==> config.mk <==
export PLATFORM = sky130hd
export DESIGN_NAME = i2c_host_ctrl
export DESIGN_NICKNAME = d
export VERILOG_FILES = /design/src/rtl/i2ch_pkg.sv /design/src/rtl/i2ch_tick.sv /design/src/rtl/i2ch_engine.sv /design/src/rtl/i2c_host_ctrl.sv
export SDC_FILE = /design/constraint.sdc
export NUM_CORES = 1
export LEC_CHECK = 0
export BUFFER_PORTS_ARGS = -buffer_cell sky130_fd_sc_hd__buf_2
export CAP_MARGIN = 0
export CORE_ASPECT_RATIO = 0.9
export CORE_MARGIN = 3
export CORE_UTILIZATION = 60
export DETAILED_ROUTE_END_ITERATION = 12
export PLACE_DENSITY_LB_ADDON = 0.3
export SYNTH_ARGS = -nofsm -noshare
export SYNTH_HDL_FRONTEND = slang
export SYNTH_SLANG_ARGS = --single-unit
==> constraint.sdc <==
create_clock -name clk -period 3.66 [get_ports clk]
set_input_delay 0.549 -clock clk [delete_from_list [all_inputs] [get_ports clk]]
set_output_delay 0.549 -clock clk [all_outputs]
set_load 0.01 [all_outputs]
==> src/rtl/i2ch_pkg.sv <==
`timescale 1ns/1ps
package i2ch_pkg;
  // register offsets (byte addresses)
  localparam logic [7:0] OFS_OWN = 8'h00;
  localparam logic [7:0] OFS_DIV = 8'h04;
  localparam logic [7:0] OFS_CTL = 8'h08;
  localparam logic [7:0] OFS_STA = 8'h0C;
  localparam logic [7:0] OFS_DAT = 8'h10;
  localparam logic [7:0] OFS_FLT = 8'h14;

  // control bit positions
  localparam int CB_EN   = 7;
  localparam int CB_IEN  = 6;
  localparam int CB_MSTA = 5;
  localparam int CB_TX   = 4;
  localparam int CB_TXAK = 3;
  localparam int CB_RSTA = 2;
  localparam logic [7:0] CTL_KEEP = 8'hF9;

  // status bit positions
  localparam int SB_MAL = 4;
  localparam int SB_MIF = 1;

  typedef enum logic [2:0] {
    CMD_START, CMD_RSTART, CMD_STOP, CMD_TX, CMD_RX
  } cmd_e;

  // SCL half-period in system clocks
  function automatic int half_period(int div, int scale);
    return (div + 1) * scale;
  endfunction
endpackage

==> src/rtl/i2ch_tick.sv <==
`timescale 1ns/1ps
module i2ch_tick #(
  parameter int DIV_W = 6,
  parameter int SCALE = 4
) (
  input  logic             clk,
  input  logic             rst_n,
  input  logic             run,
  input  logic [DIV_W-1:0] div,
  output logic             tick
);
  import i2ch_pkg::*;
  localparam int CNT_W = $clog2((2 ** DIV_W) * SCALE) + 1;

  logic [CNT_W-1:0] cnt_q;
  logic [CNT_W-1:0] limit;

  assign limit = CNT_W'(half_period(int'(div), SCALE) - 1);
  assign tick  = run && (cnt_q == limit);

  always_ff @(posedge clk) begin
    if (!rst_n || !run || tick) cnt_q <= '0;
    else                        cnt_q <= cnt_q + 1'b1;
  end

  AST_TICK_GAP: assert property (@(posedge clk) disable iff (!rst_n)
    tick |=> !tick);
endmodule

==> src/rtl/i2ch_engine.sv <==
`timescale 1ns/1ps
module i2ch_engine #(
  parameter int DATA_W = 8
) (
  input  logic                   clk,
  input  logic                   rst_n,
  input  logic                   cmd_valid,
  input  i2ch_pkg::cmd_e         cmd_kind,
  input  logic [DATA_W-1:0]      cmd_byte,
  input  logic                   cmd_ack,
  input  logic                   tick,
  input  logic                   sda_in,
  output logic                   busy,
  output logic                   done_byte,
  output logic                   done_rx,
  output logic [DATA_W-1:0]      rx_byte,
  output logic                   ack_seen,
  output logic                   scl_low,
  output logic                   sda_low
);
  import i2ch_pkg::*;
  localparam int LAST_BYTE_PH = 2 * (DATA_W + 1);
  localparam int PH_W = $clog2(LAST_BYTE_PH + 1);

  cmd_e              kind_q;
  logic [PH_W-1:0]   phase_q;
  logic [DATA_W-1:0] txb_q;
  logic              ack_q;
  logic              done_q;
  logic              is_byte;
  logic              at_last;
  logic              accept;
  int                bit_now;

  // {scl_low, sda_low} for a given step of a given action
  function automatic logic [1:0] drive_of(cmd_e k, logic [PH_W-1:0] p,
                                          logic [DATA_W-1:0] t, logic a);
    int   b;
    logic level;
    case (k)
      CMD_START:  return (p == 0) ? 2'b01 : 2'b11;
      CMD_RSTART: case (int'(p))
                    0:       return 2'b10;
                    1:       return 2'b00;
                    2:       return 2'b01;
                    default: return 2'b11;
                  endcase
      CMD_STOP:   case (int'(p))
                    0:       return 2'b11;
                    1:       return 2'b01;
                    default: return 2'b00;
                  endcase
      default: begin
        if (int'(p) == LAST_BYTE_PH) return 2'b10;
        b = int'(p) >> 1;
        if (b < DATA_W) level = (k == CMD_TX) ? t[DATA_W-1-b] : 1'b1;
        else            level = (k == CMD_TX) ? 1'b1 : a;
        return {~p[0], ~level};
      end
    endcase
  endfunction

  function automatic int last_of(cmd_e k);
    case (k)
      CMD_START:  return 1;
      CMD_RSTART: return 3;
      CMD_STOP:   return 2;
      default:    return LAST_BYTE_PH;
    endcase
  endfunction

  assign is_byte   = (kind_q == CMD_TX) || (kind_q == CMD_RX);
  assign at_last   = (int'(phase_q) == last_of(kind_q));
  assign accept    = cmd_valid && !busy;
  assign bit_now   = int'(phase_q) >> 1;
  assign done_byte = done_q && is_byte;
  assign done_rx   = done_q && (kind_q == CMD_RX);

  always_ff @(posedge clk) begin
    if (!rst_n) begin
      busy    <= 1'b0;
      done_q  <= 1'b0;
      kind_q  <= CMD_STOP;
      phase_q <= '0;
      txb_q   <= '0;
      ack_q   <= 1'b0;
      rx_byte <= '0;
      ack_seen <= 1'b1;
      scl_low <= 1'b0;
      sda_low <= 1'b0;
    end else begin
      done_q <= 1'b0;
      if (accept) begin
        busy    <= 1'b1;
        kind_q  <= cmd_kind;
        phase_q <= '0;
        txb_q   <= cmd_byte;
        ack_q   <= cmd_ack;
        {scl_low, sda_low} <= drive_of(cmd_kind, '0, cmd_byte, cmd_ack);
      end else if (busy && tick) begin
        if (is_byte && phase_q[0]) begin
          if (bit_now < DATA_W) rx_byte  <= {rx_byte[DATA_W-2:0], sda_in};
          else                  ack_seen <= sda_in;
        end
        if (at_last) begin
          busy   <= 1'b0;
          done_q <= 1'b1;
        end else begin
          phase_q <= phase_q + 1'b1;
          {scl_low, sda_low} <= drive_of(kind_q, phase_q + 1'b1, txb_q, ack_q);
        end
      end
    end
  end

  AST_LINES_HOLD: assert property (@(posedge clk) disable iff (!rst_n)
    !(tick || accept) |=> ($stable(scl_low) && $stable(sda_low)));
  AST_DONE_IDLE: assert property (@(posedge clk) disable iff (!rst_n)
    done_q |-> !busy);
endmodule

==> src/rtl/i2c_host_ctrl.sv <==
`timescale 1ns/1ps
module i2c_host_ctrl #(
  parameter int AW         = 5,
  parameter int DIV_W      = 6,
  parameter int FLT_W      = 6,
  parameter int HALF_SCALE = 4
) (
  input  logic          clk,
  input  logic          rst_n,
  input  logic [AW-1:0] reg_addr,
  input  logic          reg_wr,
  input  logic          reg_rd,
  input  logic [7:0]    reg_wdata,
  output logic [7:0]    reg_rdata,
  output logic          irq,
  output logic          scl_drive_low,
  output logic          sda_drive_low,
  input  logic          sda_in
);
  import i2ch_pkg::*;

  logic [DIV_W-1:0] div_q;
  logic [FLT_W-1:0] flt_q;
  logic [7:0]       ctrl_q;
  logic             mbb_q, mal_q, mif_q, rxak_q, addr_pend_q;
  logic [7:0]       dbuf_q;
  logic [7:0]       a8;
  logic [7:0]       status;

  // named events
  logic wr_ctl, wr_sta, wr_dat, rd_dat;
  logic ev_start, ev_stop, ev_rstart, ev_addr, ev_txd, ev_rx, rd_flush;
  logic en_busy, cmd_valid;
  cmd_e cmd_kind;

  logic       eng_busy, tick, done_byte, done_rx, ack_seen;
  logic [7:0] rx_byte;

  assign a8     = 8'(reg_addr);
  assign wr_ctl = reg_wr && (a8 == OFS_CTL);
  assign wr_sta = reg_wr && (a8 == OFS_STA);
  assign wr_dat = reg_wr && (a8 == OFS_DAT);
  assign rd_dat = reg_rd && (a8 == OFS_DAT);

  assign ev_start  = wr_ctl && !eng_busy && reg_wdata[CB_EN] &&
                     !ctrl_q[CB_MSTA] && reg_wdata[CB_MSTA];
  assign ev_stop   = wr_ctl && !eng_busy && reg_wdata[CB_EN] &&
                     ctrl_q[CB_MSTA] && !reg_wdata[CB_MSTA];
  assign ev_rstart = wr_ctl && !eng_busy && reg_wdata[CB_EN] &&
                     ctrl_q[CB_MSTA] && reg_wdata[CB_MSTA] && reg_wdata[CB_RSTA];

  assign en_busy  = ctrl_q[CB_EN] && mbb_q && !eng_busy;
  assign ev_addr  = wr_dat && en_busy && addr_pend_q;
  assign ev_txd   = wr_dat && en_busy && !addr_pend_q && ctrl_q[CB_TX];
  assign ev_rx    = rd_dat && en_busy && !addr_pend_q && !ctrl_q[CB_TX];
  assign rd_flush = rd_dat && !ev_rx;

  assign cmd_valid = ev_start || ev_stop || ev_rstart || ev_addr || ev_txd || ev_rx;

  always_comb begin
    if (ev_start)                cmd_kind = CMD_START;
    else if (ev_stop)            cmd_kind = CMD_STOP;
    else if (ev_rstart)          cmd_kind = CMD_RSTART;
    else if (ev_addr || ev_txd)  cmd_kind = CMD_TX;
    else                         cmd_kind = CMD_RX;
  end

  i2ch_tick #(.DIV_W(DIV_W), .SCALE(HALF_SCALE)) u_tick (
    .clk(clk), .rst_n(rst_n), .run(eng_busy), .div(div_q), .tick(tick)
  );

  i2ch_engine #(.DATA_W(8)) u_eng (
    .clk(clk), .rst_n(rst_n),
    .cmd_valid(cmd_valid), .cmd_kind(cmd_kind), .cmd_byte(reg_wdata),
    .cmd_ack(ctrl_q[CB_TXAK]), .tick(tick), .sda_in(sda_in),
    .busy(eng_busy), .done_byte(done_byte), .done_rx(done_rx),
    .rx_byte(rx_byte), .ack_seen(ack_seen),
    .scl_low(scl_drive_low), .sda_low(sda_drive_low)
  );

  always_ff @(posedge clk) begin
    if (!rst_n) begin
      div_q       <= '0;
      flt_q       <= '0;
      ctrl_q      <= '0;
      mbb_q       <= 1'b0;
      mal_q       <= 1'b0;
      mif_q       <= 1'b0;
      rxak_q      <= 1'b1;
      addr_pend_q <= 1'b0;
      dbuf_q      <= 8'hFF;
    end else begin
      if (reg_wr && a8 == OFS_DIV) div_q <= reg_wdata[DIV_W-1:0];
      if (reg_wr && a8 == OFS_FLT) flt_q <= reg_wdata[FLT_W-1:0];
      if (wr_ctl) ctrl_q <= reg_wdata & CTL_KEEP;
      if (ev_start || ev_rstart) mbb_q <= 1'b1;
      else if (ev_stop)          mbb_q <= 1'b0;
      if (ev_start || ev_rstart) addr_pend_q <= 1'b1;
      else if (ev_addr)          addr_pend_q <= 1'b0;
      if (wr_sta) mal_q <= reg_wdata[SB_MAL];
      if (done_byte)   mif_q <= 1'b1;
      else if (wr_sta) mif_q <= reg_wdata[SB_MIF];
      if (done_byte) rxak_q <= ack_seen;
      if (done_rx)       dbuf_q <= rx_byte;
      else if (rd_flush) dbuf_q <= 8'hFF;
    end
  end

  assign status = {!eng_busy, 1'b0, mbb_q, mal_q, 2'b00, mif_q, rxak_q};
  assign irq    = ctrl_q[CB_IEN] & mif_q;

  always_comb begin
    case (a8)
      OFS_OWN: reg_rdata = 8'h00;
      OFS_DIV: reg_rdata = 8'(div_q);
      OFS_CTL: reg_rdata = ctrl_q;
      OFS_STA: reg_rdata = status;
      OFS_DAT: reg_rdata = dbuf_q;
      OFS_FLT: reg_rdata = 8'(flt_q);
      default: reg_rdata = 8'hFF;
    endcase
  end

  AST_BYTE_SETS_FLAG: assert property (@(posedge clk) disable iff (!rst_n)
    done_byte |=> mif_q);
  AST_CMD_ONLY_IDLE: assert property (@(posedge clk) disable iff (!rst_n)
    cmd_valid |-> !eng_busy);
  AST_DISABLED_WRITE_QUIET: assert property (@(posedge clk) disable iff (!rst_n)
    (wr_dat && !ctrl_q[CB_EN] && !eng_busy) |=> !eng_busy);
  AST_STATUS_RO: assert property (@(posedge clk) disable iff (!rst_n)
    (wr_sta && !done_byte) |=> ((rxak_q == $past(rxak_q)) && (mbb_q == $past(mbb_q))));
endmodule

==> impl_metrics.toml <==
[sta]
rsz0062_at_grt = "false"
worst_pin_slew_ns = 0.667
layout_setup_ws_ns = 0.477
tns_ns = 0
min_period_ns = 3.18
hold_slack_ns = 0.446
clock.fmax_ghz = 0.314
hold_violations = 0
setup_viol = 0
slew_violations = 0
fin_skew_ns = 0.00739
fin_crit_sh = 0.870
max_slew_margin = 0.551

[layout]
drive_above_1_share = 0.139
fillers = 506
fin_cells = 562
n_antenna_cell = 0
area_growth_pct = 9.05
post-route-cell-area_sq_um = 4190
nets = 494
utilization = 0.682

[die]
die_x_um = 90.4
row_count = 27
dieHeight_um = 81.9
initial_core_util = 0.625
die_area_sq_um = 7400
core_sq_um = 6150
pin_count = 29

[critical_path]
cp_cell_sequence = "ha_1 -> and2b_2 -> o21ai_1 -> or3_1 -> a2111o_1 -> a2111oi_2 -> buf_4 -> nor3_1 -> nor4_1"
critPathKind = "reg2reg"
cp_max_fo = 12
cp-end-kind = "register"
crit_buf_inv = 1
cpMaxStageDelayCell = "a2111o_1"
start_kind = "register"
cp_top_family = "simple AND/OR/NAND/NOR gates"
worstPathRequired_ns = 3.91
crit_arrival_ns = 3.43
slowest_delay_ns = 0.51

[cts]
h-tree-depth = 3
clk_path_buf_depth = 2
post_cts_buffers = 0
cts-root-buf = "clkbuf_8"
cts_tree = "yes"
cts.hold.buffers_added = 0
clk_pin_slew_ns = 0.08
post_cts_resized = 0
insertion_delay_ns = 0.36
cts.sinks = 70
cts_made_buffers = 9

[place]
postPlaceCellArea_sq_um = 3960
place_ws_ns = 0.564
place.gp.congestion = 0.907
place_hpwl_um = 6640
dp.cells = 546
io_buffer_count = 28

[power_and_ir_drop]
peakVddDrop_uv = 351
power_mw = 1.57
power_density_nw_per_um2 = 374
leakagePower_nw = 1.62

[synthesis]
syn_avg_cell_area_sq_um = 8.46
yosysTopAreaCell = "dfxtp_1"
syn-num-nets = 478
ys_warn_count = 0
synth_common_cells = "dfxtp_1 (70), nor2_1 (62), nand2_1 (43), mux2i_1 (37), a21oi_1 (25)"
ys_seq_elements = 70
syn_area_sq_um = 3840
synth_flop_cell = "dfxtp_1"
yosysMostFrequentCell = "dfxtp_1"
synth_cells = 454
synth_cell_types = 70
ys_async_sr_fraction = 0
synth_edf_count = 0
yosys-top-cells-area = "dfxtp_1 (36%), mux2i_1 (9.6%), nor2_1 (6.1%), nand2_1 (4.2%), a21oi_1 (3.3%)"
synth_top_area_share = 0.365
yosysSeqAreaShare = 0.365

[flow_run]
cap_viol_max_count = 0

[grt]
grt_pass1_wl_um = 15800
grt_pass1_vias = 3225
grt_usage = 0.269
grt_max_degree = 36
gr-total-overflow = 0
antenna_found_initial = 0

[routing]
viasPerCell = 6.03
ant_nets = 0
drt_iter0_markers = 300
via_count = 3390
wl_per_cell_um = 16.9
wirelength_um = 9520
drc_errors = 0
dr.pass1.iters = 5

[worst_hold_path]
hold_path.class = "in2reg"

[outcome]
status = "finished clean"
==> flip-flops by register name (all words and copies together), names as in the netlist <==
register,count
u_tick.cnt_q,9
dbuf_q,8
u_eng.rx_byte,8
u_eng.txb_q,8
ctrl_q,6
div_q,6
flt_q,6
u_eng.phase_q,5
u_eng.kind_q,3
addr_pend_q,1
mal_q,1
mbb_q,1
mif_q,1
rxak_q,1
u_eng.ack_q,1
u_eng.ack_seen,1
u_eng.busy,1
u_eng.done_q,1
u_eng.scl_low,1
u_eng.sda_low,1
==> cell families after synthesis <==
logic type / Yosys count / synth area share
AOI/OAI and AO/OA: 91 / 0.174
xor gates and xnor gates: 23 / 0.0524
adders and majority gates: 6 / 0.0195
buffers and inverters: 46 / 0.0632
DFF: 70 / 0.365
muxes: 39 / 0.108
and+or+nand+nor: 179 / 0.218
==> report_power, final <==
part	leakage (nW)	switching [mW]	internal [mW]
Sequential	0.564	0.00234	0.763
Combinational	0.946	0.0513	0.0242
Clock	0.112	0.332	0.394
Total	1.62	0.386	1.18
==> layout by cell type (no fill, tap or decap), types with 4 or more instances in the layout <==
cell type	Yosys	layout
nand2_1	43	43
o21ai_0	9	9
nand3_1	19	19
o22ai_1	8	8
nor2_1	62	62
buf_4	2	7
nand2b_1	5	5
and2_1	4	4
ha_1	6	6
a31oi_1	4	4
clkbuf_8	4	9
xor2_1	12	12
buf_2	0	28
nor3_1	12	12
xnor2_1	11	11
inv_1	14	14
dfxtp_1	70	70
mux2i_1	37	37
and3_1	9	9
nand4_1	7	7
a21oi_1	25	25
==> final cells by class <==
type / instances / area [sq um] / share of cell area
clock buffer: 9 / 124 / 0.0296
clock inverter: 7 / 105 / 0.0251
inverter: 16 / 60.1 / 0.0143
multi-input combinational: 338 / 2200 / 0.525
sequential: 70 / 1400 / 0.334
tap: 87 / 109 / 0.0260
timing repair buffer: 35 / 193 / 0.0460
==> worst reg2reg max path: cells and delay by family (launching register included) <==
family / cells / cell delay [ns]
AO/OA/AOI/OAI: 3 / 1.01
buffers and inverters: 1 / 0.26
flip-flops: 1 / 0.49
AND/OR/NAND/NOR: 4 / 1.02
adder cells (fa/ha/maj): 1 / 0.31
==> layer usage <==
layer / track usage / vias up / part of all wire
met4: 0.164 / 0 / 0.041
met2: 0.423 / 121 / 0.45
met1: 0.349 / 1574 / 0.44
met5: 0 / - / 0
li1: - / 1663 / -
met3: 0.0495 / 32 / 0.063
==> final timing paths <==
kind                                        end  slack (ns)  cells after the start       startpoint
worst min-delay path                  ctrl_q[6]        0.45                      3     reg_wdata[6]
worst max-delay path              u_eng.sda_low        0.48                      9         div_q[0]
worst max register to register    u_eng.sda_low        0.48                      9         div_q[0]
worst min register to register  u_tick.cnt_q[0]        0.50                      1  u_tick.cnt_q[0]
Note: power is estimated with default switching activity, not from simulation.
